File: src/rtl/stokes_pkg.sv
package stokes_pkg;
    localparam int MAG_W      = 8;             // operand magnitude bits
    localparam int SM_W       = MAG_W + 1;     // sign-magnitude word
    localparam int KEEP_W     = 16;            // retained product magnitude bits
    localparam int CHAN_W     = 8;             // channel index width
    localparam int PIPE_DEPTH = 4;             // register stages input to output
    localparam int PROD_W     = KEEP_W + 1;    // signed product
    localparam int SUM_W      = KEEP_W + 2;    // signed pair sum
    localparam int OUT_W      = KEEP_W + 4;    // signed result
    localparam int N_OPS      = 4;
    localparam int N_PROD     = 8;

    typedef logic [SM_W-1:0]          sm_t;
    typedef logic signed [PROD_W-1:0] prod_t;
    typedef logic signed [SUM_W-1:0]  sum_t;
    typedef logic signed [OUT_W-1:0]  out_t;
endpackage

File: src/rtl/stokes_sm_mul.sv
module stokes_sm_mul
    import stokes_pkg::*;
(
    input  sm_t   a_i,
    input  sm_t   b_i,
    output prod_t p_o
);
    logic [2*MAG_W-1:0] full_mag;
    logic [KEEP_W-1:0]  kept_mag;
    logic               neg;

    always_comb begin
        full_mag = a_i[MAG_W-1:0] * b_i[MAG_W-1:0];
        kept_mag = full_mag[2*MAG_W-1 -: KEEP_W];
        neg      = a_i[MAG_W] ^ b_i[MAG_W];
        p_o      = neg ? -$signed({1'b0, kept_mag}) : $signed({1'b0, kept_mag});
    end
endmodule

File: src/rtl/stokes_sideband.sv
module stokes_sideband #(
    parameter int DEPTH  = 4,
    parameter int CHAN_W = 8
) (
    input  logic              clk,
    input  logic              rst_n,
    input  logic              valid_i,
    input  logic [CHAN_W-1:0] chan_i,
    input  logic              byp_i,
    output logic              valid_o,
    output logic [CHAN_W-1:0] chan_o,
    output logic [DEPTH-2:0]  byp_tap_o
);
    typedef struct packed {
        logic [DEPTH-1:0]             vld;
        logic [DEPTH-2:0]             byp;
        logic [DEPTH-1:0][CHAN_W-1:0] chan;
    } sb_t;

    sb_t sb_d, sb_q;

    always_comb begin
        sb_d      = sb_q;
        sb_d.vld  = {sb_q.vld[DEPTH-2:0], valid_i};
        sb_d.chan = {sb_q.chan[DEPTH-2:0], chan_i};
        if (DEPTH > 2) begin
            sb_d.byp = {sb_q.byp[DEPTH-3:0], byp_i};
        end else begin
            sb_d.byp = byp_i;
        end
    end

    always_ff @(posedge clk or negedge rst_n) begin
        if (!rst_n) sb_q <= '0;
        else        sb_q <= sb_d;
    end

    assign valid_o   = sb_q.vld[DEPTH-1];
    assign chan_o    = sb_q.chan[DEPTH-1];
    assign byp_tap_o = sb_q.byp;
endmodule

File: src/rtl/stokes_calc.sv
module stokes_calc
    import stokes_pkg::*;
(
    input  logic              clk,
    input  logic              rst_n,
    input  logic              in_valid,
    input  logic [CHAN_W-1:0] in_chan,
    input  logic              bypass_en,
    input  logic [SM_W-1:0]   e1_re,
    input  logic [SM_W-1:0]   e1_im,
    input  logic [SM_W-1:0]   e2_re,
    input  logic [SM_W-1:0]   e2_im,
    output logic              out_valid,
    output logic [CHAN_W-1:0] out_chan,
    output logic [OUT_W-1:0]  stokes_i,
    output logic [OUT_W-1:0]  stokes_q,
    output logic [OUT_W-1:0]  stokes_u,
    output logic [OUT_W-1:0]  stokes_v
);
    // operand order: 0 e1 real, 1 e1 imag, 2 e2 real, 3 e2 imag
    // product order: aa bb cc dd ac bd bc ad
    localparam int LHS [N_PROD] = '{0, 1, 2, 3, 0, 1, 1, 0};
    localparam int RHS [N_PROD] = '{0, 1, 2, 3, 2, 3, 2, 3};

    typedef struct packed {
        sm_t   [N_OPS-1:0]  raw0;   // stage 0: captured operands
        prod_t [N_PROD-1:0] prod;   // stage 1: signed products
        sm_t   [N_OPS-1:0]  raw1;
        sum_t  [N_OPS-1:0]  sum;    // stage 2: pair sums
        sm_t   [N_OPS-1:0]  raw2;
        out_t  [N_OPS-1:0]  res;    // stage 3: results
    } pipe_t;

    pipe_t                 p_d, p_q;
    prod_t                 prod_w [N_PROD];
    logic [PIPE_DEPTH-2:0] byp_tap;

    for (genvar k = 0; k < N_PROD; k++) begin : g_mul
        stokes_sm_mul u_mul (
            .a_i (p_q.raw0[LHS[k]]),
            .b_i (p_q.raw0[RHS[k]]),
            .p_o (prod_w[k])
        );
    end

    stokes_sideband #(
        .DEPTH  (PIPE_DEPTH),
        .CHAN_W (CHAN_W)
    ) u_side (
        .clk       (clk),
        .rst_n     (rst_n),
        .valid_i   (in_valid),
        .chan_i    (in_chan),
        .byp_i     (bypass_en),
        .valid_o   (out_valid),
        .chan_o    (out_chan),
        .byp_tap_o (byp_tap)
    );

    always_comb begin
        p_d      = p_q;
        p_d.raw0 = {e2_im, e2_re, e1_im, e1_re};

        for (int k = 0; k < N_PROD; k++) begin
            p_d.prod[k] = prod_w[k];
        end
        p_d.raw1 = p_q.raw0;

        p_d.sum[0] = sum_t'($signed(p_q.prod[0])) + sum_t'($signed(p_q.prod[1]));
        p_d.sum[1] = sum_t'($signed(p_q.prod[2])) + sum_t'($signed(p_q.prod[3]));
        p_d.sum[2] = sum_t'($signed(p_q.prod[4])) + sum_t'($signed(p_q.prod[5]));
        p_d.sum[3] = sum_t'($signed(p_q.prod[6])) - sum_t'($signed(p_q.prod[7]));
        p_d.raw2   = p_q.raw1;

        if (byp_tap[PIPE_DEPTH-2]) begin
            for (int k = 0; k < N_OPS; k++) begin
                p_d.res[k] = out_t'(p_q.raw2[k]);
            end
        end else begin
            p_d.res[0] = out_t'($signed(p_q.sum[0])) + out_t'($signed(p_q.sum[1]));
            p_d.res[1] = out_t'($signed(p_q.sum[0])) - out_t'($signed(p_q.sum[1]));
            p_d.res[2] = out_t'($signed(p_q.sum[2])) <<< 1;
            p_d.res[3] = out_t'($signed(p_q.sum[3])) <<< 1;
        end
    end

    always_ff @(posedge clk or negedge rst_n) begin
        if (!rst_n) p_q <= '0;
        else        p_q <= p_d;
    end

    assign stokes_i = p_q.res[0];
    assign stokes_q = p_q.res[1];
    assign stokes_u = p_q.res[2];
    assign stokes_v = p_q.res[3];
endmodule

File: config.mk
export PLATFORM = sky130hd
export DESIGN_NAME = stokes_calc
export DESIGN_NICKNAME = d
export VERILOG_FILES = /design/src/rtl/stokes_pkg.sv /design/src/rtl/stokes_sm_mul.sv /design/src/rtl/stokes_sideband.sv /design/src/rtl/stokes_calc.sv
export SDC_FILE = /design/constraint.sdc
export NUM_CORES = 1
export LEC_CHECK = 0
export ABC_AREA = 1
export BUFFER_PORTS_ARGS = -buffer_cell sky130_fd_sc_hd__buf_2
export CORE_ASPECT_RATIO = 0.9
export CORE_MARGIN = 5
export CORE_UTILIZATION = 50
export DETAILED_ROUTE_END_ITERATION = 8
export GPL_TIMING_DRIVEN = 0
export PLACE_DENSITY = 0.69
export REMOVE_ABC_BUFFERS = 1
export SLEW_MARGIN = 20
export SYNTH_ARGS = -nofsm -noshare
export SYNTH_HDL_FRONTEND = slang
export SYNTH_SLANG_ARGS = --single-unit
File: constraint.sdc
create_clock -name clk -period 4.67 [get_ports clk]
set_input_delay 0 -clock clk [delete_from_list [all_inputs] [get_ports clk]]
set_output_delay 0 -clock clk [all_outputs]
set_load 0.05 [all_outputs]
==> flow_metrics.tcl <==
set metrics [dict create \
    final.period_utilization 0.978 \
    async_flop_share 1.00 \
    grt_pass1_wl_mm 126 \
    cp.required_ps 5160 \
    clk_latency_ps 600 \
    cts_tree "yes" \
    core_area_um2 66900 \
    tightest_slew_ps 882 \
    drt-met1-wl_mm 37.2 \
    synthFlopType "dfrtp_1" \
    fmax_mhz 219 \
    post-synth-top-area-fraction 0.309 \
    utilization 0.581 \
    drt.antenna.violating_nets 0 \
    gp_congestion 0.899 \
    clkTransAtPathRegs_ps 60 \
    n_antenna_cell 0 \
    ios 137 \
    whs_path_depth 2 \
    syn_inst 4061 \
    synth_area_um2 33600 \
    die_y_um 256 \
    violations "DRC" \
    grt_overflow 0 \
    synth_largest_area_cell "dfrtp_1" \
    status "complete, but fails checks" \
    area_growth_pct 15.6 \
    placementRows 90 \
    path_class "flip-flop to flip-flop" \
    drv_cap 0 \
    top_layer_used "met4" \
    maxSlewHeadroom 0.412 \
    skew_ps 28.1 \
    vias_per_cell 4.93 \
    die_w_um 283 \
    r2r-start "p_d[209]" \
    ys_seq_elements 415 \
    yosys_warnings 0 \
    first_global_vias 24600 \
    p_leak_nw 22.6 \
    rrSetupSlack_ps 100 \
    setup_tns_ps 0 \
    wl_per_cell_um 16.3 \
    grt_start_max_net_pins 103 \
    hpwl_mm 52.2 \
    die-area_um2 72500 \
    hold_viol 0 \
    max-vdd-ir-drop_mv 0.396 \
    dp_slack_ps -636 \
    synthTopCellsByArea "dfrtp_1, fa_1, ha_1" \
    drive_gt1_frac 0.128 \
    drt_first_pass_iters 7 \
    reg2reg_depth 24 \
    ys_types 45 \
    clockBufferDepth 3 \
    cts-root-buf "clkbuf_16" \
    finalWirelength_mm 84.3 \
    setup_viol 0 \
    drv_slew 0 \
    antenna_found_initial 10 \
    synth_edf_count 0 \
    layout.nets 4914 \
    dpl.cell_count 4901 \
    first_iter_violations 1758 \
    synth_area_per_cell_um2 8.28 \
    worstHoldStart "bypass_en" \
    cp_max_fo 5 \
    drc_errors 1 \
    cts_made_buffers 47 \
    layout_setup_ws_ps 102 \
    fin_cells 5166 \
    min_to "u_side.byp_tap_o[0]" \
    power_density_nw_per_um2 589 \
    cts.sinks 415 \
    start_util 0.503 \
    end_kind "flip-flop" \
    ys_seq_area_frac 0.309 \
    dr_wl_met3_mm 7.26 \
    rsz0062_at_grt "yes" \
    period_needed_ps 4570 \
    num_vias 25500 \
    wl_met2_mm 37.0 \
    arrival_ps 5060 \
    htreeDepth 2 \
    numPortBuffers 134 \
    power.total_mw 22.9 \
    r2r-end "p_q[307]" \
    hold_class "input pin to flip-flop" \
    grt_use_total 0.213 \
    start_kind "flip-flop" \
]
critical path, stage by stage (launching register included):
cell	delay [ps]
dfrtp_4	560
buf_12	170
nand2_2	60
fa_1	440
fa_1	540
inv_1	50
fa_1	490
inv_2	40
fa_1	530
inv_1	60
ha_4	240
nand2_2	70
nand2_2	80
a21oi_2	170
nand2_1	100
nand2_1	90
nand2_2	80
nor2_2	120
nand2_2	70
nor2_4	130
nand2_2	80
nand2_1	70
nand2_1	90
nand2_2	100
inv_1	40
synth_stat cells (4+ instances only):
master / n
nor3_1: 15
buf_2: 5
nand2_2: 23
a211oi_1: 6
o21ai_0: 70
nand2_1: 966
o21a_1: 5
or2_0: 4
nand3b_1: 10
nor2_1: 189
a21oi_2: 4
o21ai_1: 20
fa_1: 248
o31ai_1: 9
o21ai_2: 4
xor2_1: 115
nand3_1: 128
nor2_2: 8
and2_1: 4
buf_4: 81
clkbuf_1: 87
nor4_1: 5
inv_1: 922
a21o_1: 20
xnor2_1: 71
a31oi_1: 13
nand4_1: 33
a21boi_0: 8
ha_1: 363
o21bai_1: 10
a21oi_1: 169
dfrtp_1: 415
inv_2: 12
layout make-up:
type | count | area, um2
fill | 5945 | 28000
clock inverter | 25 | 299
sequential | 415 | 10500
clock buffer | 61 | 1290
tap | 874 | 1090
inverter | 935 | 3510
timing repair buffer | 318 | 2860
multi-input combinational | 2538 | 19300
worst max-delay path by stage:
stage,cells after the start,end,startpoint
5_1_grt,23,p_q[307],p_d[193]
3_5_place_dp,23,p_q[307],p_d[212]
6_report,24,p_q[307],p_d[209]
4_1_cts,23,p_q[307],p_d[189]
3_3_place_gp,1,u_side.sb_d[12],rst_n
2_1_floorplan,23,p_q[324],p_d[197]
power by group:
| part | total (mW) | leakage (nW) | internal, mW | switching, mW |
|---|---|---|---|---|
| Sequential | 5.18 | 4.90 | 4.72 | 0.456 |
| Clock | 3.77 | 0.761 | 2.19 | 1.58 |
| Combinational | 13.9 | 16.9 | 5.18 | 8.75 |
timing repair:
action / CTS / global route
setup buffers: 21 / 110
hold buffers: 48 / 0
hold endpoints to repair: 384 / 0
gates resized for setup: 42 / 141
pin swaps: 0 / 43
setup endpoints to repair: 45 / 30
cells in the final DEF (no fill, tap or decap), types with 77 or more instances in the layout:
cell type,count
a21oi_1,162
nand3_1,125
fa_1,243
xor2_1,112
inv_1,914
buf_4,77
ha_1,335
nor2_1,180
buf_2,133
nand2_1,927
dfrtp_1,382
kinds of logic after synthesis:
logic type	after synthesis	share of synthesized area
other	1	0.000112
buffers and inverters	1111	0.134
xor gates and xnor gates	186	0.0485
adders and majority gates	611	0.283
DFF	415	0.309
AOI/OAI and AO/OA	344	0.0574
and+or+nand+nor	1393	0.169
registers in the layout (all words and copies together) (netlist names):
| name | count |
|---|---|
| u_side.byp_tap_o | 3 |
| stokes_i | 18 |
| stokes_q | 18 |
| stokes_v | 19 |
| p_d | 72 |
| u_side.sb_d | 27 |
| stokes_u | 19 |
| p_q | 230 |
| u_side.valid_o | 1 |
| u_side.chan_o | 8 |
per-stage QoR:
| step | hold WS (ps) | area, um2 |
|---|---|---|
| after global placement | 107 | 34400 |
| final | 34.9 | 38900 |
| after CTS | 5.18 | 37100 |
| after floorplan | -296 | 32700 |
| after detailed placement | -41.0 | 34600 |
| after global routing | 25.3 | 38900 |
routing by layer:
metal,global-route usage,up-vias
met5,0,-
met4,0.0602,0
met3,0.0369,137
met2,0.341,677
met1,0.301,12100
li1,-,12500
(Power assumes the default switching activity.)
